==> src/rtl/selchk_pkg.sv <==
package selchk_pkg;
  typedef enum logic [1:0] {
    OP_RIGHTS = 2'd0,
    OP_VRD    = 2'd1,
    OP_VWR    = 2'd2,
    OP_LIMIT  = 2'd3
  } op_e;

  typedef enum logic [2:0] {
    ST_IDLE, ST_BOUND, ST_FETCH, ST_EVAL, ST_DONE
  } st_e;

  typedef struct packed {
    logic [19:0] raw_lim;
    logic        gran;
    logic [3:0]  typ;
    logic        cd;
    logic [1:0]  dpl;
  } dfld_t;

  function automatic dfld_t unpack_desc(input logic [63:0] d);
    dfld_t f;
    f.raw_lim = {d[51:48], d[15:0]};
    f.gran    = d[55];
    f.typ     = d[43:40];
    f.cd      = d[44];
    f.dpl     = d[46:45];
    return f;
  endfunction
endpackage

==> src/rtl/selchk_bound.sv <==
module selchk_bound #(
  parameter int SEL_W = 16,
  parameter int LIM_W = 16
) (
  input  logic [SEL_W-1:0] sel,
  input  logic [LIM_W-1:0] gtab_limit,
  input  logic [LIM_W-1:0] ltab_limit,
  output logic             ok
);
  localparam int IDX_W = SEL_W - 3;
  localparam int CW    = (SEL_W > LIM_W) ? SEL_W : LIM_W;

  logic [IDX_W-1:0] idx;
  logic             loc;
  logic [SEL_W-1:0] last_byte;
  logic [LIM_W-1:0] lim;
  logic             is_null;

  always_comb begin
    idx       = sel[SEL_W-1:3];
    loc       = sel[2];
    is_null   = (idx == '0) && !loc;
    last_byte = {idx, 3'b111};
    lim       = loc ? ltab_limit : gtab_limit;
    ok        = !is_null && (CW'(last_byte) <= CW'(lim));
  end
endmodule

==> src/rtl/selchk_decode.sv <==
module selchk_decode
  import selchk_pkg::*;
#(
  parameter int OUT_W = 32
) (
  input  logic [1:0]       op,
  input  logic [63:0]      desc,
  input  logic [1:0]       cpl,
  input  logic [1:0]       rpl,
  output logic             pass,
  output logic [OUT_W-1:0] lim_out
);
  dfld_t      f;
  logic       is_code, is_data, is_conf;
  logic       sys_rights, sys_limit, type_ok, vis;
  logic [1:0] epl;
  logic [31:0] scaled;

  always_comb begin
    f          = unpack_desc(desc);
    is_code    = f.cd && f.typ[3];
    is_data    = f.cd && !f.typ[3];
    is_conf    = is_code && f.typ[2];
    sys_rights = !f.cd && !(f.typ inside {4'h6, 4'h7, 4'hE, 4'hF});
    sys_limit  = !f.cd && (f.typ inside {4'h1, 4'h2, 4'h3, 4'h9, 4'hB});
    unique case (op_e'(op))
      OP_RIGHTS: type_ok = f.cd || sys_rights;
      OP_VRD:    type_ok = is_data || (is_code && f.typ[1]);
      OP_VWR:    type_ok = is_data && f.typ[1];
      default:   type_ok = f.cd || sys_limit;
    endcase
    epl     = (cpl > rpl) ? cpl : rpl;
    vis     = is_conf || (f.dpl >= epl);
    pass    = type_ok && vis;
    scaled  = f.gran ? {f.raw_lim, 12'hFFF} : {12'h000, f.raw_lim};
    lim_out = (pass && (op_e'(op) == OP_LIMIT)) ? OUT_W'(scaled) : '0;
  end
endmodule

==> src/rtl/selchk_fsm.sv <==
module selchk_fsm
  import selchk_pkg::*;
(
  input  logic clk,
  input  logic rst_n,
  input  logic req_valid,
  input  logic bound_ok,
  input  logic rd_ready,
  input  logic rsp_valid,
  output logic req_ready,
  output logic rd_valid,
  output logic cap_req,
  output logic cap_desc,
  output logic set_fail,
  output logic set_eval,
  output logic done
);
  st_e  st, st_n;
  logic issued;

  always_comb begin
    st_n = st;
    unique case (st)
      ST_IDLE:  if (req_valid) st_n = ST_BOUND;
      ST_BOUND: st_n = bound_ok ? ST_FETCH : ST_DONE;
      ST_FETCH: if (issued && rsp_valid) st_n = ST_EVAL;
      ST_EVAL:  st_n = ST_DONE;
      default:  st_n = ST_IDLE;
    endcase
  end

  always_ff @(posedge clk) begin
    if (!rst_n) begin
      st     <= ST_IDLE;
      issued <= 1'b0;
    end else begin
      st <= st_n;
      if (st != ST_FETCH)             issued <= 1'b0;
      else if (rd_valid && rd_ready)  issued <= 1'b1;
    end
  end

  assign req_ready = (st == ST_IDLE);
  assign rd_valid  = (st == ST_FETCH) && !issued;
  assign cap_req   = (st == ST_IDLE) && req_valid;
  assign cap_desc  = (st == ST_FETCH) && issued && rsp_valid;
  assign set_fail  = (st == ST_BOUND) && !bound_ok;
  assign set_eval  = (st == ST_EVAL);
  assign done      = (st == ST_DONE);
endmodule

==> src/rtl/selchk_unit.sv <==
module selchk_unit #(
  parameter int SEL_W = 16,
  parameter int LIM_W = 16,
  parameter int OUT_W = 32
) (
  input  logic             clk,
  input  logic             rst_n,
  input  logic             req_valid,
  output logic             req_ready,
  input  logic [1:0]       req_op,
  input  logic [SEL_W-1:0] req_sel,
  input  logic [1:0]       req_cpl,
  input  logic [LIM_W-1:0] gtab_limit,
  input  logic [LIM_W-1:0] ltab_limit,
  output logic             dsc_rd_valid,
  input  logic             dsc_rd_ready,
  output logic             dsc_rd_tbl,
  output logic [SEL_W-4:0] dsc_rd_idx,
  input  logic             dsc_rsp_valid,
  input  logic [63:0]      dsc_rsp_data,
  output logic             done,
  output logic             zf,
  output logic [OUT_W-1:0] limit_out
);
  logic [1:0]       op_q, cpl_q;
  logic [SEL_W-1:0] sel_q;
  logic [63:0]      desc_q;
  logic             zf_q;
  logic [OUT_W-1:0] lim_q;
  logic             bound_ok, pass;
  logic [OUT_W-1:0] lim_calc;
  logic             cap_req, cap_desc, set_fail, set_eval;

  selchk_bound #(.SEL_W(SEL_W), .LIM_W(LIM_W)) u_bound (
    .sel(sel_q), .gtab_limit(gtab_limit), .ltab_limit(ltab_limit), .ok(bound_ok)
  );

  selchk_decode #(.OUT_W(OUT_W)) u_dec (
    .op(op_q), .desc(desc_q), .cpl(cpl_q), .rpl(sel_q[1:0]),
    .pass(pass), .lim_out(lim_calc)
  );

  selchk_fsm u_fsm (
    .clk(clk), .rst_n(rst_n), .req_valid(req_valid), .bound_ok(bound_ok),
    .rd_ready(dsc_rd_ready), .rsp_valid(dsc_rsp_valid),
    .req_ready(req_ready), .rd_valid(dsc_rd_valid),
    .cap_req(cap_req), .cap_desc(cap_desc), .set_fail(set_fail),
    .set_eval(set_eval), .done(done)
  );

  always_ff @(posedge clk) begin
    if (!rst_n) begin
      op_q   <= '0;
      cpl_q  <= '0;
      sel_q  <= '0;
      desc_q <= '0;
      zf_q   <= 1'b0;
      lim_q  <= '0;
    end else begin
      if (cap_req) begin
        op_q  <= req_op;
        cpl_q <= req_cpl;
        sel_q <= req_sel;
      end
      if (cap_desc) desc_q <= dsc_rsp_data;
      if (set_fail) begin
        zf_q  <= 1'b0;
        lim_q <= '0;
      end else if (set_eval) begin
        zf_q  <= pass;
        lim_q <= lim_calc;
      end
    end
  end

  assign dsc_rd_tbl = sel_q[2];
  assign dsc_rd_idx = sel_q[SEL_W-1:3];
  assign zf         = zf_q;
  assign limit_out  = lim_q;
endmodule

==> config.mk <==
export PLATFORM = sky130hd
export DESIGN_NAME = selchk_unit
export DESIGN_NICKNAME = d
export VERILOG_FILES = /design/src/rtl/selchk_pkg.sv /design/src/rtl/selchk_bound.sv /design/src/rtl/selchk_decode.sv /design/src/rtl/selchk_fsm.sv /design/src/rtl/selchk_unit.sv
export SDC_FILE = /design/constraint.sdc
export NUM_CORES = 1
export LEC_CHECK = 0
export BUFFER_PORTS_ARGS = -buffer_cell sky130_fd_sc_hd__buf_4
export CORE_MARGIN = 2
export CORE_UTILIZATION = 40
export CTS_CLUSTER_DIAMETER = 200
export DETAILED_ROUTE_END_ITERATION = 12
export PLACE_DENSITY = 0.81
export SYNTH_ARGS = -nofsm -noshare
export SYNTH_HDL_FRONTEND = slang
export SYNTH_SLANG_ARGS = --single-unit
==> constraint.sdc <==
create_clock -name clk -period 6.3 [get_ports clk]
set_input_delay 1.89 -clock clk [delete_from_list [all_inputs] [get_ports clk]]
set_output_delay 1.89 -clock clk [all_outputs]
set_load 0.05 [all_outputs]
# Word level (Yosys, flattened, before mapping)
# Index checks and enable logic that the tools add are counted.
# word_totals
regBits	113
wordCells	77
output_inout_bits	50
input_bits	121
# op_classes
bitwise_logic	1
magnitude_cmp	3
eq_ne	19
n_reduce_logical	37
mux	9
# op_table
cell	count
2-to-1 mux 32 bit	2
logical AND 1 bit	18
equality test 4 bit (second input constant)	4
<= comparator 16 bit	1
2-to-1 mux 16 bit	1
logical NOT 13 bit	1
case mux 3 bit (4 select lines)	1
2-to-1 mux 3 bit	3
equality test 4 x 2 -> 1 bit (second input constant)	2
equality test 4 x 3 -> 1 bit (second input constant)	2
logical NOT 1 bit	7
equality test 3 x 2 -> 1 bit (second input constant)	2
nonzero test 5 bit	1
equality test 2 bit (second input constant)	2
equality test 4 x 1 -> 1 bit (second input constant)	1
logical OR 1 bit	4
nonzero test 4 bit	1
OR reduction 2 bit	2
equality test 3 x 1 -> 1 bit (second input constant)	1
equality test 3 bit (second input constant)	1
logical NOT 3 bit	1
!= test 3 x 2 -> 1 bit (second input constant)	1
case mux 1 bit (3 select lines)	1
equality test 2 x 1 -> 1 bit (second input constant)	1
8 further kinds	8

# Longest topological paths before layout
# Gate-level depths: netlist of run 1.
# depth
depth_word	9
mapped_depth	12
ltp_nobuf	11

# Hierarchy
# Synthesis of run 1 repeated with hierarchy kept, for this count alone.
# hier_totals
cells_unflattened	589
area_unflattened_um2	5973.2
# by_module_without_submodules
mod	n_inst	cells_per_inst	area_each_um2
selchk_unit	1	391	4483.0
selchk_decode	1	114	784.5
selchk_bound	1	58	479.2
selchk_fsm	1	26	226.5

# Least setup slack after synthesis of run 1
# Ideal clock, no wire load.
# synth_timing
path_kind	input -> register
from	input ltab_limit[15]
to	register lim_q[3], in the netlist limit_out[3]
required_time_ps	6160
setup_time_ps	140
t_arrival_ps	3424
stages	8
setup_slack_ps	2736
path_cell_list	mux2i_1 > ha_1 > nand4_1 > nor3_1 > o21ai_0 > a221oi_4 > buf_6 > a211oi_1
# synth_between
elab_chain_cells	6
# synth_lines
element	line	source
from (decl)	selchk_unit.sv:14	input logic [LIM_W-1:0] ltab_limit,
2-to-1 mux 16 bit	selchk_bound.sv:24	lim = loc ? ltab_limit : gtab_limit;
<= comparator 16 bit	selchk_bound.sv:25	ok = !is_null && (CW'(last_byte) <= CW'(lim));
logical AND 1 bit	selchk_bound.sv:25	
logical NOT 1 bit	selchk_fsm.sv:47	assign set_fail = (st == ST_BOUND) && !bound_ok;
logical AND 1 bit	selchk_fsm.sv:47	
OR reduction 2 bit (no line)	--	
to (signal assigned)	selchk_unit.sv:71	lim_q <= lim_calc;
to (decl)	selchk_unit.sv:29	logic [OUT_W-1:0] lim_q;
# Every way passes these cells.
# A chain may end at the register's enable or synchronous reset.

# Worst setup path after layout of run 1
# layout_timing
from	input ltab_limit[13]
to	register lim_q[3], in the netlist limit_out[3]
# Same word-level chain as after synthesis.

==> results of run 1 <==
## worst max-delay path: cells and delay by family
kind            cells  cell delay, ns
mux                 1            0.17
fa+ha+maj           1            0.29
compound gates      4            0.74
simple gates        1            0.45
buf+inv             2            0.39
## flip-flops by register name, summed over array words and instances, names as in the netlist
name,cells
sel_q,16
limit_out,32
u_fsm.issued,1
cpl_q,2
op_q,2
u_fsm.st,3
desc_q,28
zf,1
## synth_stat cells, drive strengths merged, types with 9 or more instances
master / instances
a32oi: 12
clkbuf: 23
mux2i: 12
a21oi: 57
a22oi: 9
nand2: 118
buf: 24
o21ai: 14
nor3: 23
a211oi: 13
dfxtp: 85
inv: 11
mux2: 10
ha: 22
## power breakdown
part,leakage [nW],switching (mW),internal [mW]
combinational,1.33,0.117,0.0901
sequential,0.688,0.0198,0.550
clock,0.0923,0.195,0.185
## final cells by class
type | count | share of cell area
inverters | 11 | 0.00792
repair buffers | 138 | 0.199
flip-flops and latches | 85 | 0.327
well taps | 133 | 0.0319
multi-input cells | 332 | 0.397
clock buffers | 9 | 0.0238
clock inverters | 6 | 0.0137
## per-layer routing
metal / GRT usage / vias to the layer above / share of wire
li1: - / 1854 / -
met1: 0.261 / 1760 / 0.46
met2: 0.325 / 94 / 0.49
met3: 0.0349 / 8 / 0.039
met4: 0.0600 / 0 / 0.010
met5: 0 / - / 0
## stage by stage
step                      setup WS (ns)  instance area, µm²  std cells
final                              2.61                5210        714
after CTS                          2.64                5210        714
after floorplan                    2.74                4090        475
after global routing               2.42                5210        714
after global placement             2.34                5020        699
after detailed placement           2.29                5020        699
## worst max-delay path by stage
stage / from / to / slack, ns / cells past startpoint
3_3_place_gp: ltab_limit[15] / limit_out[27] / 2.34 / 9
2_1_floorplan: ltab_limit[15] / limit_out[3] / 2.74 / 8
5_1_grt: ltab_limit[13] / limit_out[25] / 2.42 / 9
4_1_cts: ltab_limit[13] / limit_out[25] / 2.64 / 9
6_report: ltab_limit[13] / limit_out[3] / 2.61 / 9
3_5_place_dp: ltab_limit[13] / limit_out[3] / 2.29 / 9
## logic make-up after synthesis
logic type      count (synthesis)  share of synthesized area
fa+ha+maj                      22                     0.0673
compound gates                117                      0.192
flops                          85                      0.416
simple gates                  171                      0.190
buf+inv                        58                     0.0783
mux                            22                     0.0569
==> report_table.html, run 1 <==
<table>
<tr><th>Metric</th><th>Value</th></tr>
<tr><th colspan="2">Outcome</th></tr>
<tr><td>Outcome</td><td>completed</td></tr>
<tr><th colspan="2">Global route</th></tr>
<tr><td>Number of antenna violations at the first check in global routing</td><td>0</td></tr>
<tr><td>Wire length of the first global-routing pass</td><td>17,700 µm</td></tr>
<tr><td>Pin count of the biggest net entering global routing</td><td>between 80 and 90</td></tr>
<tr><td>Total GRT Usage</td><td>0.197</td></tr>
<tr><td>Grt total ovfl</td><td>0</td></tr>
<tr><td>Via count of the first global-routing pass</td><td>3,630</td></tr>
<tr><th colspan="2">Critical path</th></tr>
<tr><td>Kind of end point of the critical path</td><td>flop</td></tr>
<tr><td>Slowest CP cell</td><td>sky130_fd_sc_hd__nor4bb_2</td></tr>
<tr><td>Arrival time reported for the critical path endpoint</td><td>between 3 and 4 ns</td></tr>
<tr><td>Max Fanout on Critical Path</td><td>33</td></tr>
<tr><td>Category of the critical setup timing path</td><td>in2reg</td></tr>
<tr><td>Worst path most repeated cell</td><td>sky130_fd_sc_hd__buf_4</td></tr>
<tr><td>Kind of launch point of the worst setup path</td><td>primary input</td></tr>
<tr><td>Data required time of the worst path</td><td>around 6.6 ns</td></tr>
<tr><td>Worst r2r dst</td><td>limit_out[25]</td></tr>
<tr><td>Startpoint of the most critical register-to-register path</td><td>sel_q[2]</td></tr>
<tr><td>R2R setup slack</td><td>approximately 3.1 ns</td></tr>
<tr><td>Worst reg2reg path depth</td><td>8</td></tr>
<tr><td>Delay of the slowest cell on the worst path</td><td>about 0.45 ns</td></tr>
<tr><td>Crit path cell chain</td><td>buf_4 -&gt; mux2i_1 -&gt; ha_1 -&gt; a21oi_1 -&gt; a2bb2oi_1 -&gt; nor4bb_2 -&gt; a221oi_4 -&gt; buf_4 -&gt; a211oi_1</td></tr>
<tr><th colspan="2">Synth</th></tr>
<tr><td>Cell area after synthesis</td><td>between 4000 and 5000 µm²</td></tr>
<tr><td>Number of enable-type register cells in the synthesized netlist</td><td>0</td></tr>
<tr><td>Per-instance average area after synthesis</td><td>about 8.6 µm²</td></tr>
<tr><td>Count of warnings emitted by yosys</td><td>0</td></tr>
<tr><td>Synth Flop Type</td><td>sky130_fd_sc_hd__dfxtp_1</td></tr>
<tr><td>Leading post-synthesis cells by cell area</td><td>sky130_fd_sc_hd__dfxtp_1 (42%), sky130_fd_sc_hd__nand2_1 (11%), sky130_fd_sc_hd__a21oi_1 (7.0%), sky130_fd_sc_hd__ha_1 (6.7%), sky130_fd_sc_hd__mux2i_1 (2.9%)</td></tr>
<tr><td>Post-synthesis async set-or-reset flop share</td><td>0</td></tr>
<tr><td>Unique cell type count in the Yosys netlist</td><td>44</td></tr>
<tr><td>Sequential element share of the synthesized area</td><td>0.416</td></tr>
<tr><td>Synthesized flop and latch total</td><td>85</td></tr>
<tr><td>Instance count of the mapped netlist</td><td>approximately 480</td></tr>
<tr><td>Net count after synthesis</td><td>618</td></tr>
<tr><td>Synth top area share</td><td>0.416</td></tr>
<tr><td>Cell type with the highest aggregate area in the netlist</td><td>sky130_fd_sc_hd__dfxtp_1</td></tr>
<tr><th colspan="2">Place</th></tr>
<tr><td>Routability Congestion</td><td>approximately 0.82</td></tr>
<tr><td># port buffers</td><td>around 130</td></tr>
<tr><td>Half-perimeter wire length after placement</td><td>between 7000 and 8000 µm</td></tr>
<tr><th colspan="2">Floorplan</th></tr>
<tr><td>Starting Density</td><td>0.415</td></tr>
<tr><td>Die extent in x</td><td>between 100 and 150 µm</td></tr>
<tr><td>Number of top-level pins</td><td>roughly 170</td></tr>
<tr><td>Die Span Y</td><td>105 µm</td></tr>
<tr><td>Area inside the core boundary</td><td>9860 µm²</td></tr>
<tr><td>Std cell rows</td><td>36</td></tr>
<tr><td>DIE AREA</td><td>between 10,000 and 15,000 µm²</td></tr>
<tr><th colspan="2">STA</th></tr>
<tr><td>Tcrit/Tclk final</td><td>0.585</td></tr>
<tr><td>Worst rel slew slack</td><td>0.193</td></tr>
<tr><td>Post-Route Setup TNS</td><td>0 ns</td></tr>
<tr><td>Unrepaired setup endpoints after global routing</td><td>no</td></tr>
<tr><td>Worst Clk Skew</td><td>approximately 0.014 ns</td></tr>
<tr><td>Final Setup Violations</td><td>0</td></tr>
<tr><td>Peak clock frequency supported by timing</td><td>271 MHz</td></tr>
<tr><td>Pins over their slew limit</td><td>0</td></tr>
<tr><td>Final hold slack</td><td>roughly 0.46 ns</td></tr>
<tr><td>Number of hold violations in the final report</td><td>0</td></tr>
<tr><td>Post-layout min period</td><td>about 3.7 ns</td></tr>
<tr><td>Pin slew with the least headroom to its limit</td><td>between 1 and 1.5 ns</td></tr>
<tr><th colspan="2">Layout</th></tr>
<tr><td>Final cell utilization of the core</td><td>0.528</td></tr>
<tr><td>Leading cell types in the layout, fill and taps excluded</td><td>sky130_fd_sc_hd__buf_4 (138), sky130_fd_sc_hd__nand2_1 (118), sky130_fd_sc_hd__dfxtp_1 (85)</td></tr>
<tr><td>Most common library cell in the layout ignoring fill and taps</td><td>sky130_fd_sc_hd__buf_4</td></tr>
<tr><td>Synth-to-Final Area Change</td><td>27.3%</td></tr>
<tr><td>Multi-input logic area</td><td>about 2100 µm²</td></tr>
<tr><td>Final-stage net count</td><td>720</td></tr>
<tr><td>FF/Latch Area</td><td>approximately 1700 µm²</td></tr>
<tr><td>Filler cells</td><td>938</td></tr>
<tr><td>Number of diodes</td><td>0</td></tr>
<tr><td>Layout cells sized above 1</td><td>0.303</td></tr>
<tr><th colspan="2">Clocking</th></tr>
<tr><td>Clock Sinks</td><td>85</td></tr>
<tr><td>Clock tree from TritonCTS</td><td>built</td></tr>
<tr><td>Max clock buf depth</td><td>2</td></tr>
<tr><td>Number of buffers inserted for hold repair after clock tree synthesis</td><td>0</td></tr>
<tr><td>Clk Tree Root Cell</td><td>sky130_fd_sc_hd__clkbuf_8</td></tr>
<tr><td>Max H-tree Level</td><td>3</td></tr>
<tr><td>Clock transition at the registers of the reported paths</td><td>approximately 0.080 ns</td></tr>
<tr><td>Number of buffers created by CTS</td><td>9</td></tr>
<tr><td>Source-to-sink clock delay at the later pin of the worst-skew pair</td><td>between 0.3 and 0.4 ns</td></tr>
<tr><td>Quantity of gates resized following cts</td><td>0</td></tr>
<tr><td>Post-CTS Setup Inserts</td><td>0</td></tr>
<tr><th colspan="2">Min path</th></tr>
<tr><td>HP Start</td><td>desc_q[45]</td></tr>
<tr><td>Cell count of the worst hold path</td><td>2</td></tr>
<tr><td>Worst min-delay path endpoint</td><td>desc_q[45]</td></tr>
<tr><td>Hold crit path type</td><td>reg2reg</td></tr>
<tr><th colspan="2">Power and ir drop</th></tr>
<tr><td>Peak ir drop on the vdd network</td><td>between 0.09 and 0.1 mV</td></tr>
<tr><td>Total leakage power</td><td>~2.1 nW</td></tr>
<tr><td>Power per cell area</td><td>around 220 nW/µm²</td></tr>
<tr><td>PnR Total Power</td><td>1.16 mW</td></tr>
<tr><th colspan="2">Detailed routing</th></tr>
<tr><td>Total via count in the routed design</td><td>around 3,700</td></tr>
<tr><td>Wirelength per Cell</td><td>15.2 µm</td></tr>
<tr><td>DRC violations left</td><td>0</td></tr>
<tr><td>Detail Route Antenna Nets</td><td>0</td></tr>
<tr><td>Number of iterations in the first detailed-routing pass</td><td>4</td></tr>
<tr><td>Sum of routed wire length over all layers</td><td>10,900 µm</td></tr>
<tr><td>Vias per cell</td><td>approximately 5.2</td></tr>
<tr><td>Number of DRC markers in iteration 0</td><td>between 200 and 300</td></tr>
<tr><th colspan="2">Run</th></tr>
<tr><td>Number of max-capacitance violations reported</td><td>0</td></tr>
</table>
Power figures use the tool's default switching activity.
==> run 2, diff against run 1 <==
--- a/config.mk
+++ b/config.mk
@@ -5,12 +5,13 @@
 export SDC_FILE = /design/constraint.sdc
 export NUM_CORES = 1
 export LEC_CHECK = 0
+export ABC_AREA = 1
 export BUFFER_PORTS_ARGS = -buffer_cell sky130_fd_sc_hd__buf_4
 export CORE_MARGIN = 2
 export CORE_UTILIZATION = 40
 export CTS_CLUSTER_DIAMETER = 200
 export DETAILED_ROUTE_END_ITERATION = 12
-export PLACE_DENSITY = 0.81
+export PLACE_DENSITY = 0.83
 export SYNTH_ARGS = -nofsm -noshare
 export SYNTH_HDL_FRONTEND = slang
 export SYNTH_SLANG_ARGS = --single-unit
==> constraint.sdc (replaced) <==
create_clock -name clk -period 3 [get_ports clk]
set_input_delay 0.9 -clock clk [delete_from_list [all_inputs] [get_ports clk]]
set_output_delay 0.9 -clock clk [all_outputs]
set_load 0.05 [all_outputs]
==> report_table.html, run 2 <==
<table>
<tr><th>Metric</th><th>Value</th></tr>
<tr><th colspan="2">Run</th></tr>
<tr><td>Number of max-capacitance violations reported</td><td>0</td></tr>
<tr><th colspan="2">Synth</th></tr>
<tr><td>Most frequent cells after synthesis</td><td>sky130_fd_sc_hd__nand2_1 (99), sky130_fd_sc_hd__dfxtp_1 (85), sky130_fd_sc_hd__inv_1 (70)</td></tr>
<tr><td>Instance count of the mapped netlist</td><td>between 500 and 600</td></tr>
<tr><td>Synthesized flop and latch total</td><td>between 80 and 90</td></tr>
<tr><td>Mux cell area share after synthesis</td><td>0.0288</td></tr>
<tr><td>Unique cell type count in the Yosys netlist</td><td>26</td></tr>
<tr><td>Adder and majority gate portion of the synthesized area</td><td>0.0659</td></tr>
<tr><td>Per-instance average area after synthesis</td><td>7.41 µm²</td></tr>
<tr><td>Post-synthesis async set-or-reset flop share</td><td>0</td></tr>
<tr><td>Combinational family with the most area after synthesis</td><td>simple AND/OR/NAND/NOR gates</td></tr>
<tr><td>Number of enable-type register cells in the synthesized netlist</td><td>0</td></tr>
<tr><td>Sequential element share of the synthesized area</td><td>0.408</td></tr>
<tr><td>Cell area after synthesis</td><td>~4200 µm²</td></tr>
<tr><td>Count of warnings emitted by yosys</td><td>0</td></tr>
<tr><td>Synth top area share</td><td>0.408</td></tr>
<tr><td>Complex-gate fraction of the synthesized area</td><td>0.172</td></tr>
<tr><td>Top-count cell post-synth</td><td>sky130_fd_sc_hd__nand2_1</td></tr>
<tr><td>Synth Flop Type</td><td>sky130_fd_sc_hd__dfxtp_1</td></tr>
<tr><td>XOR/XNOR Fraction of Synth Area</td><td>0</td></tr>
<tr><td>Leading post-synthesis cells by cell area</td><td>sky130_fd_sc_hd__dfxtp_1 (41%), sky130_fd_sc_hd__nand2_1 (8.9%), sky130_fd_sc_hd__a21oi_1 (6.7%), sky130_fd_sc_hd__ha_1 (6.6%), sky130_fd_sc_hd__inv_1 (6.3%)</td></tr>
<tr><td>Net count after synthesis</td><td>between 700 and 800</td></tr>
<tr><td>Basic-gate share of the synthesized area counting and, or, nand and nor cells</td><td>0.195</td></tr>
<tr><td>Cell type with the highest aggregate area in the netlist</td><td>sky130_fd_sc_hd__dfxtp_1</td></tr>
<tr><th colspan="2">Clocking</th></tr>
<tr><td>Max clock buf depth</td><td>2</td></tr>
<tr><td>Post-CTS Setup Inserts</td><td>0</td></tr>
<tr><td>Max H-tree Level</td><td>3</td></tr>
<tr><td>Clk Tree Root Cell</td><td>sky130_fd_sc_hd__clkbuf_8</td></tr>
<tr><td>Clock transition at the registers of the reported paths</td><td>~0.10 ns</td></tr>
<tr><td>Quantity of gates resized following cts</td><td>0</td></tr>
<tr><td>Number of buffers inserted for hold repair after clock tree synthesis</td><td>0</td></tr>
<tr><td>Clock Sinks</td><td>85</td></tr>
<tr><td>Source-to-sink clock delay at the later pin of the worst-skew pair</td><td>~0.35 ns</td></tr>
<tr><td>Clock tree from TritonCTS</td><td>built</td></tr>
<tr><td>Number of buffers created by CTS</td><td>9</td></tr>
<tr><th colspan="2">Critical path</th></tr>
<tr><td>Kind of launch point of the worst setup path</td><td>flop</td></tr>
<tr><td>Delay of the slowest cell on the worst path</td><td>0.88 ns</td></tr>
<tr><td>Max Fanout on Critical Path</td><td>33</td></tr>
<tr><td>Category of the critical setup timing path</td><td>reg2reg</td></tr>
<tr><td>Slowest CP cell</td><td>sky130_fd_sc_hd__dfxtp_1</td></tr>
<tr><td>Kind of end point of the critical path</td><td>flop</td></tr>
<tr><td>Arrival time reported for the critical path endpoint</td><td>about 2.9 ns</td></tr>
<tr><td>Data required time of the worst path</td><td>roughly 3.2 ns</td></tr>
<tr><td>Worst path most repeated cell</td><td>sky130_fd_sc_hd__nand2_1</td></tr>
<tr><td>Cell class contributing the biggest share of worst-path delay</td><td>simple AND/OR/NAND/NOR gates</td></tr>
<tr><td>Crit path cell chain</td><td>mux2i_1 -&gt; ha_1 -&gt; nand2_1 -&gt; nor2_1 -&gt; nand2_1 -&gt; nor2_1 -&gt; nand2_1 -&gt; nand2_1 -&gt; nand2_1 -&gt; nand2_1 -&gt; nand2_2 -&gt; nand2_4 -&gt; nor2_1</td></tr>
<tr><td>Number of buffer and inverter stages on the critical path</td><td>0</td></tr>
<tr><th colspan="2">Place</th></tr>
<tr><td>Half-perimeter wire length after placement</td><td>7400 µm</td></tr>
<tr><td>Routability Congestion</td><td>between 0.7 and 0.8</td></tr>
<tr><td># port buffers</td><td>134</td></tr>
<tr><th colspan="2">Power and ir drop</th></tr>
<tr><td>Total leakage power</td><td>approximately 2.3 nW</td></tr>
<tr><td>Power per cell area</td><td>roughly 470 nW/µm²</td></tr>
<tr><td>PnR Total Power</td><td>2.50 mW</td></tr>
<tr><td>Peak ir drop on the vdd network</td><td>0.281 mV</td></tr>
<tr><th colspan="2">Detailed routing</th></tr>
<tr><td>Number of iterations in the first detailed-routing pass</td><td>5</td></tr>
<tr><td>Sum of routed wire length over all layers</td><td>~10,000 µm</td></tr>
<tr><td>Detail Route Antenna Nets</td><td>0</td></tr>
<tr><td>Total via count in the routed design</td><td>3,878</td></tr>
<tr><td>DRC violations left</td><td>0</td></tr>
<tr><td>Wirelength per Cell</td><td>about 13 µm</td></tr>
<tr><td>Vias per cell</td><td>4.79</td></tr>
<tr><td>Number of DRC markers in iteration 0</td><td>199</td></tr>
<tr><th colspan="2">Min path</th></tr>
<tr><td>Hold crit path type</td><td>reg2reg</td></tr>
<tr><th colspan="2">Layout</th></tr>
<tr><td>Leading cell types in the layout, fill and taps excluded</td><td>sky130_fd_sc_hd__buf_4 (139), sky130_fd_sc_hd__nand2_1 (99), sky130_fd_sc_hd__dfxtp_1 (85)</td></tr>
<tr><td>Filler cells</td><td>988</td></tr>
<tr><td>Final cell utilization of the core</td><td>0.519</td></tr>
<tr><td>Synth-to-Final Area Change</td><td>27.3%</td></tr>
<tr><td>Flip-flop count of the largest register, all copies and words added</td><td>32</td></tr>
<tr><td>Final-stage net count</td><td>between 800 and 900</td></tr>
<tr><td>Number of diodes</td><td>0</td></tr>
<tr><td>Layout cells sized above 1</td><td>0.243</td></tr>
<tr><td>Most common library cell in the layout ignoring fill and taps</td><td>sky130_fd_sc_hd__buf_4</td></tr>
<tr><th colspan="2">Outcome</th></tr>
<tr><td>Outcome</td><td>completed</td></tr>
<tr><th colspan="2">STA</th></tr>
<tr><td>Number of hold violations in the final report</td><td>0</td></tr>
<tr><td>Peak clock frequency supported by timing</td><td>369 MHz</td></tr>
<tr><td>Tcrit/Tclk final</td><td>0.903</td></tr>
<tr><td>Unrepaired setup endpoints after global routing</td><td>no</td></tr>
<tr><td>Post-Route Setup TNS</td><td>0 ns</td></tr>
<tr><td>Worst Clk Skew</td><td>roughly 0.012 ns</td></tr>
<tr><td>Worst rel slew slack</td><td>0.439</td></tr>
<tr><td>Pin slew with the least headroom to its limit</td><td>0.841 ns</td></tr>
<tr><td>Final Setup Violations</td><td>0</td></tr>
<tr><td>Pins over their slew limit</td><td>0</td></tr>
<tr><td>Post-layout min period</td><td>2.71 ns</td></tr>
<tr><th colspan="2">Floorplan</th></tr>
<tr><td>Starting Density</td><td>0.408</td></tr>
<tr><td>Die Span Y</td><td>between 100 and 150 µm</td></tr>
<tr><td>Area inside the core boundary</td><td>~10,000 µm²</td></tr>
<tr><td>Number of top-level pins</td><td>around 170</td></tr>
<tr><td>Std cell rows</td><td>37</td></tr>
<tr><td>DIE AREA</td><td>around 11,000 µm²</td></tr>
<tr><td>Die extent in x</td><td>106 µm</td></tr>
<tr><th colspan="2">Global route</th></tr>
<tr><td>Wire length of the first global-routing pass</td><td>approximately 17,000 µm</td></tr>
<tr><td>Grt total ovfl</td><td>0</td></tr>
<tr><td>Pin count of the biggest net entering global routing</td><td>58</td></tr>
<tr><td>Number of antenna violations at the first check in global routing</td><td>0</td></tr>
<tr><td>Total GRT Usage</td><td>0.183</td></tr>
<tr><td>Via count of the first global-routing pass</td><td>3,533</td></tr>
</table>
==> run 2: worst min-delay path, cell delays in order, from the launching register on <==
cell                      delay [ns]
sky130_fd_sc_hd__dfxtp_1        0.31
sky130_fd_sc_hd__inv_1          0.06
sky130_fd_sc_hd__a21oi_1        0.05
==> run 2: per-stage QoR <==
step                setup WS [ns]  instance area, µm²  std cells  hold WS (ns)
floorplan                   0.451                4170        563         0.428
global placement            0.341                5120        794         0.441
detailed placement          0.269                5120        794         0.448
CTS                         0.255                5310        810         0.460
global route               0.0148                5310        810         0.480
finish                      0.290                5310        810         0.455
==> run 2: path summary, 6_finish.rpt <==
check / startpoint / cells after the start / slack (ns) / endpoint
max: sel_q[2] / 13 / 0.29 / limit_out[22]
min: desc_q[40] / 2 / 0.45 / desc_q[40]
max reg2reg: sel_q[2] / 13 / 0.29 / limit_out[22]
min reg2reg: desc_q[40] / 2 / 0.45 / desc_q[40]
==> run 2: power breakdown <==
part,total [mW],internal [mW],switching [mW]
sequential,1.21,1.16,0.0416
combinational,0.513,0.207,0.306
clock,0.779,0.338,0.441
==> run 2: kinds of logic (layout without fill, tap and decap cells) <==
logic type | count (synthesis) | count (layout)
multiplexers | 12 | 12
flip-flops | 85 | 85
buffers and inverters | 119 | 230
AND/OR/NAND/NOR | 191 | 191
adder cells (fa/ha/maj) | 22 | 22
AO/OA/AOI/OAI | 134 | 134
==> run 2: cell type report <==
| cell class | instances | area, µm² | share of cell area |
|---|---|---|---|
| clock buffers | 10 | 138 | 0.0259 |
| clock inverters | 6 | 53.8 | 0.0101 |
| inverters | 75 | 282 | 0.0530 |
| multi-input cells | 359 | 1920 | 0.362 |
| flip-flops and latches | 85 | 1700 | 0.320 |
| well taps | 136 | 170 | 0.0320 |
| repair buffers | 139 | 1040 | 0.196 |
==> run 2: routing by layer <==
layer  GRT usage  wire, µm
met1       0.244      4690
met2       0.297      4840
met5           0         0
met3      0.0399       467
met4      0.0555       159
==> run 3, diff against run 2 <==
==> constraint.sdc (replaced) <==
create_clock -name clk -period 2.35 [get_ports clk]
set_input_delay 0.705 -clock clk [delete_from_list [all_inputs] [get_ports clk]]
set_output_delay 0.705 -clock clk [all_outputs]
set_load 0.05 [all_outputs]
==> report_table.html, run 3 (synthesis gave the netlist of run 2 again) <==
<table>
<tr><th>Metric</th><th>Value</th></tr>
<tr><th colspan="2">STA</th></tr>
<tr><td>Pins over their slew limit</td><td>0</td></tr>
<tr><td>Final hold slack</td><td>0.460 ns</td></tr>
<tr><td>Peak clock frequency supported by timing</td><td>about 460 MHz</td></tr>
<tr><td>Crit path setup slack, layout</td><td>roughly 0.18 ns</td></tr>
<tr><td>Final Setup Violations</td><td>0</td></tr>
<tr><td>Tcrit/Tclk final</td><td>0.921</td></tr>
<tr><td>Pin slew with the least headroom to its limit</td><td>0.557 ns</td></tr>
<tr><td>Number of hold violations in the final report</td><td>0</td></tr>
<tr><td>Worst Clk Skew</td><td>between 0.01 and 0.015 ns</td></tr>
<tr><td>Worst rel slew slack</td><td>0.628</td></tr>
<tr><td>Post-layout min period</td><td>~2.2 ns</td></tr>
<tr><th colspan="2">Min path</th></tr>
<tr><td>HP Start</td><td>desc_q[46]</td></tr>
<tr><td>Hold crit path type</td><td>reg2reg</td></tr>
<tr><th colspan="2">Layout</th></tr>
<tr><td>Final-stage net count</td><td>around 830</td></tr>
<tr><td>Flip-flop count of the largest register, all copies and words added</td><td>32</td></tr>
<tr><td>Leading cell types in the layout, fill and taps excluded</td><td>sky130_fd_sc_hd__buf_4 (149), sky130_fd_sc_hd__nand2_1 (97), sky130_fd_sc_hd__dfxtp_1 (84)</td></tr>
<tr><td>Layout cells sized above 1</td><td>0.275</td></tr>
<tr><td>Most common library cell in the layout ignoring fill and taps</td><td>sky130_fd_sc_hd__buf_4</td></tr>
<tr><td>Synth-to-Final Area Change</td><td>33.9%</td></tr>
<tr><td>Number of diodes</td><td>0</td></tr>
<tr><th colspan="2">Place</th></tr>
<tr><td>Half-perimeter wire length after placement</td><td>approximately 7600 µm</td></tr>
<tr><td># port buffers</td><td>~130</td></tr>
<tr><td>Worst slack, placed</td><td>-0.228 ns</td></tr>
<tr><td>Routability Congestion</td><td>~0.81</td></tr>
<tr><th colspan="2">Critical path</th></tr>
<tr><td>Data required time of the worst path</td><td>around 2.7 ns</td></tr>
<tr><td>Kind of launch point of the worst setup path</td><td>flop</td></tr>
<tr><td>Arrival time reported for the critical path endpoint</td><td>about 2.5 ns</td></tr>
<tr><td>R2R setup slack</td><td>0.18 ns</td></tr>
<tr><td>Category of the critical setup timing path</td><td>reg2reg</td></tr>
<tr><td>Startpoint of the most critical register-to-register path</td><td>cpl_q[1]</td></tr>
<tr><td>Critical path startpoint</td><td>cpl_q[1]</td></tr>
<tr><td>Kind of end point of the critical path</td><td>flop</td></tr>
<tr><td>Max Fanout on Critical Path</td><td>10</td></tr>
<tr><th colspan="2">Global route</th></tr>
<tr><td>Pin count of the biggest net entering global routing</td><td>just under 60</td></tr>
<tr><td>Via count of the first global-routing pass</td><td>3,795</td></tr>
<tr><td>Number of antenna violations at the first check in global routing</td><td>0</td></tr>
<tr><td>Total GRT Usage</td><td>0.194</td></tr>
<tr><td>Wire length of the first global-routing pass</td><td>17,600 µm</td></tr>
<tr><td>Grt total ovfl</td><td>0</td></tr>
<tr><th colspan="2">Power and ir drop</th></tr>
<tr><td>Proportion of power drawn by combinational gates</td><td>0.231</td></tr>
<tr><td>Power per cell area</td><td>608 nW/µm²</td></tr>
<tr><td>Cell internal power dissipation</td><td>~2.3 mW</td></tr>
<tr><td>Peak ir drop on the vdd network</td><td>0.363 mV</td></tr>
<tr><td>P_sw</td><td>roughly 1.1 mW</td></tr>
<tr><td>Total leakage power</td><td>around 2.5 nW</td></tr>
<tr><td>Share of power burned in registers</td><td>0.450</td></tr>
<tr><td>Sw frac</td><td>0.315</td></tr>
<tr><td>Clock network fraction of design power</td><td>0.319</td></tr>
<tr><th colspan="2">Detailed routing</th></tr>
<tr><td>DRC violations left</td><td>0</td></tr>
<tr><td>Wirelength per Cell</td><td>between 10 and 15 µm</td></tr>
<tr><td>Total via count in the routed design</td><td>between 3,000 and 4,000</td></tr>
<tr><td>Number of iterations in the first detailed-routing pass</td><td>4</td></tr>
<tr><td>Vias per cell</td><td>roughly 4.7</td></tr>
<tr><td>Sum of routed wire length over all layers</td><td>approximately 11,000 µm</td></tr>
<tr><td>Detail Route Antenna Nets</td><td>0</td></tr>
<tr><td>Number of DRC markers in iteration 0</td><td>around 240</td></tr>
<tr><th colspan="2">Floorplan</th></tr>
<tr><td>DIE AREA</td><td>~11,000 µm²</td></tr>
<tr><td>Number of top-level pins</td><td>171</td></tr>
<tr><td>Area inside the core boundary</td><td>just over 10,000 µm²</td></tr>
<tr><td>Std cell rows</td><td>37</td></tr>
<tr><td>Die Span Y</td><td>106 µm</td></tr>
<tr><td>Starting Density</td><td>0.408</td></tr>
<tr><td>Die extent in x</td><td>around 110 µm</td></tr>
<tr><th colspan="2">Run</th></tr>
<tr><td>Number of max-capacitance violations reported</td><td>0</td></tr>
<tr><th colspan="2">Clocking</th></tr>
<tr><td>Max clock buf depth</td><td>2</td></tr>
<tr><td>Max H-tree Level</td><td>3</td></tr>
<tr><td>Clock tree from TritonCTS</td><td>built</td></tr>
<tr><td>Clock Sinks</td><td>85</td></tr>
<tr><td>Number of buffers created by CTS</td><td>9</td></tr>
<tr><td>Clk Tree Root Cell</td><td>sky130_fd_sc_hd__clkbuf_8</td></tr>
<tr><td>Clock transition at the registers of the reported paths</td><td>0.09 ns</td></tr>
<tr><td>Source-to-sink clock delay at the later pin of the worst-skew pair</td><td>between 0.3 and 0.4 ns</td></tr>
<tr><th colspan="2">Outcome</th></tr>
<tr><td>Outcome</td><td>completed</td></tr>
</table>
-- run 3: metrics by stage --
stage	area, µm²	std cells	setup TNS, ns	total power [mW]	util
finish	5590	827	0	3.40	0.546
global route	5590	827	-0.0264	3.56	0.546
CTS	5460	820	0	3.35	0.533
detailed placement	5250	804	-2.66	2.27	0.513
global placement	5250	804	-2.38	2.26	0.513
floorplan	4180	563	0	2.05	-
-- run 3: worst paths after layout --
kind / to / cells past startpoint
worst min register to register: desc_q[46] / 2
worst min-delay path: desc_q[46] / 2
worst max register to register: limit_out[0] / 15
worst max-delay path: limit_out[0] / 15
-- run 3: timing repair --
| item | 4_1_cts | 5_1_grt |
|---|---|---|
| hold buffers | 0 | 0 |
| cloned | 0 | 2 |
| setup buffers | 0 | 5 |
| pin swaps | 0 | 1 |
| gates resized for setup | 2 | 12 |
| setup endpoints to repair | 12 | 34 |
-- run 3: area by class of cell --
class                           instances  area, µm²
Fill cell                            1004       4640
Multi-Input combinational cell        360       1980
Sequential cell                        85       1710
Timing Repair Buffer                  155       1240
Inverter                               75        282
Tap cell                              136        170
Clock buffer                            9        124
Clock inverter                          7       78.8
-- run 3: layer usage --
layer | vias up | GRT usage | wire (µm)
met5 | - | 0 | 0
met4 | 0 | 0.0761 | 231
met3 | 18 | 0.0356 | 499
met2 | 95 | 0.315 | 5090
met1 | 1752 | 0.256 | 5050
li1 | 2059 | - | -
-- run 3: critical path, stage by stage, from the launching register on --
cell and delay [ns]:
sky130_fd_sc_hd__dfxtp_1 0.33, sky130_fd_sc_hd__inv_1 0.08, sky130_fd_sc_hd__ha_4 0.26, sky130_fd_sc_hd__nor2_2 0.12
sky130_fd_sc_hd__o22ai_2 0.08, sky130_fd_sc_hd__nand2_1 0.06, sky130_fd_sc_hd__o21ai_1 0.07, sky130_fd_sc_hd__ha_1 0.27
sky130_fd_sc_hd__o21ai_1 0.08, sky130_fd_sc_hd__nand2_1 0.06, sky130_fd_sc_hd__nand2_1 0.06, sky130_fd_sc_hd__nand2_2 0.08
sky130_fd_sc_hd__nand3_4 0.10, sky130_fd_sc_hd__clkbuf_16 0.20, sky130_fd_sc_hd__o21a_1 0.17, sky130_fd_sc_hd__nor2_1 0.09
-- run 3: power by group through the flow --
stage	Sequential [mW]	Combinational (mW)	Clock (mW)
2_1_floorplan	1.56	0.488	0
3_3_place_gp	1.57	0.684	0
3_5_place_dp	1.57	0.696	0
4_1_cts	1.54	0.710	1.10
5_1_grt	1.54	0.868	1.16
6_report	1.53	0.786	1.08
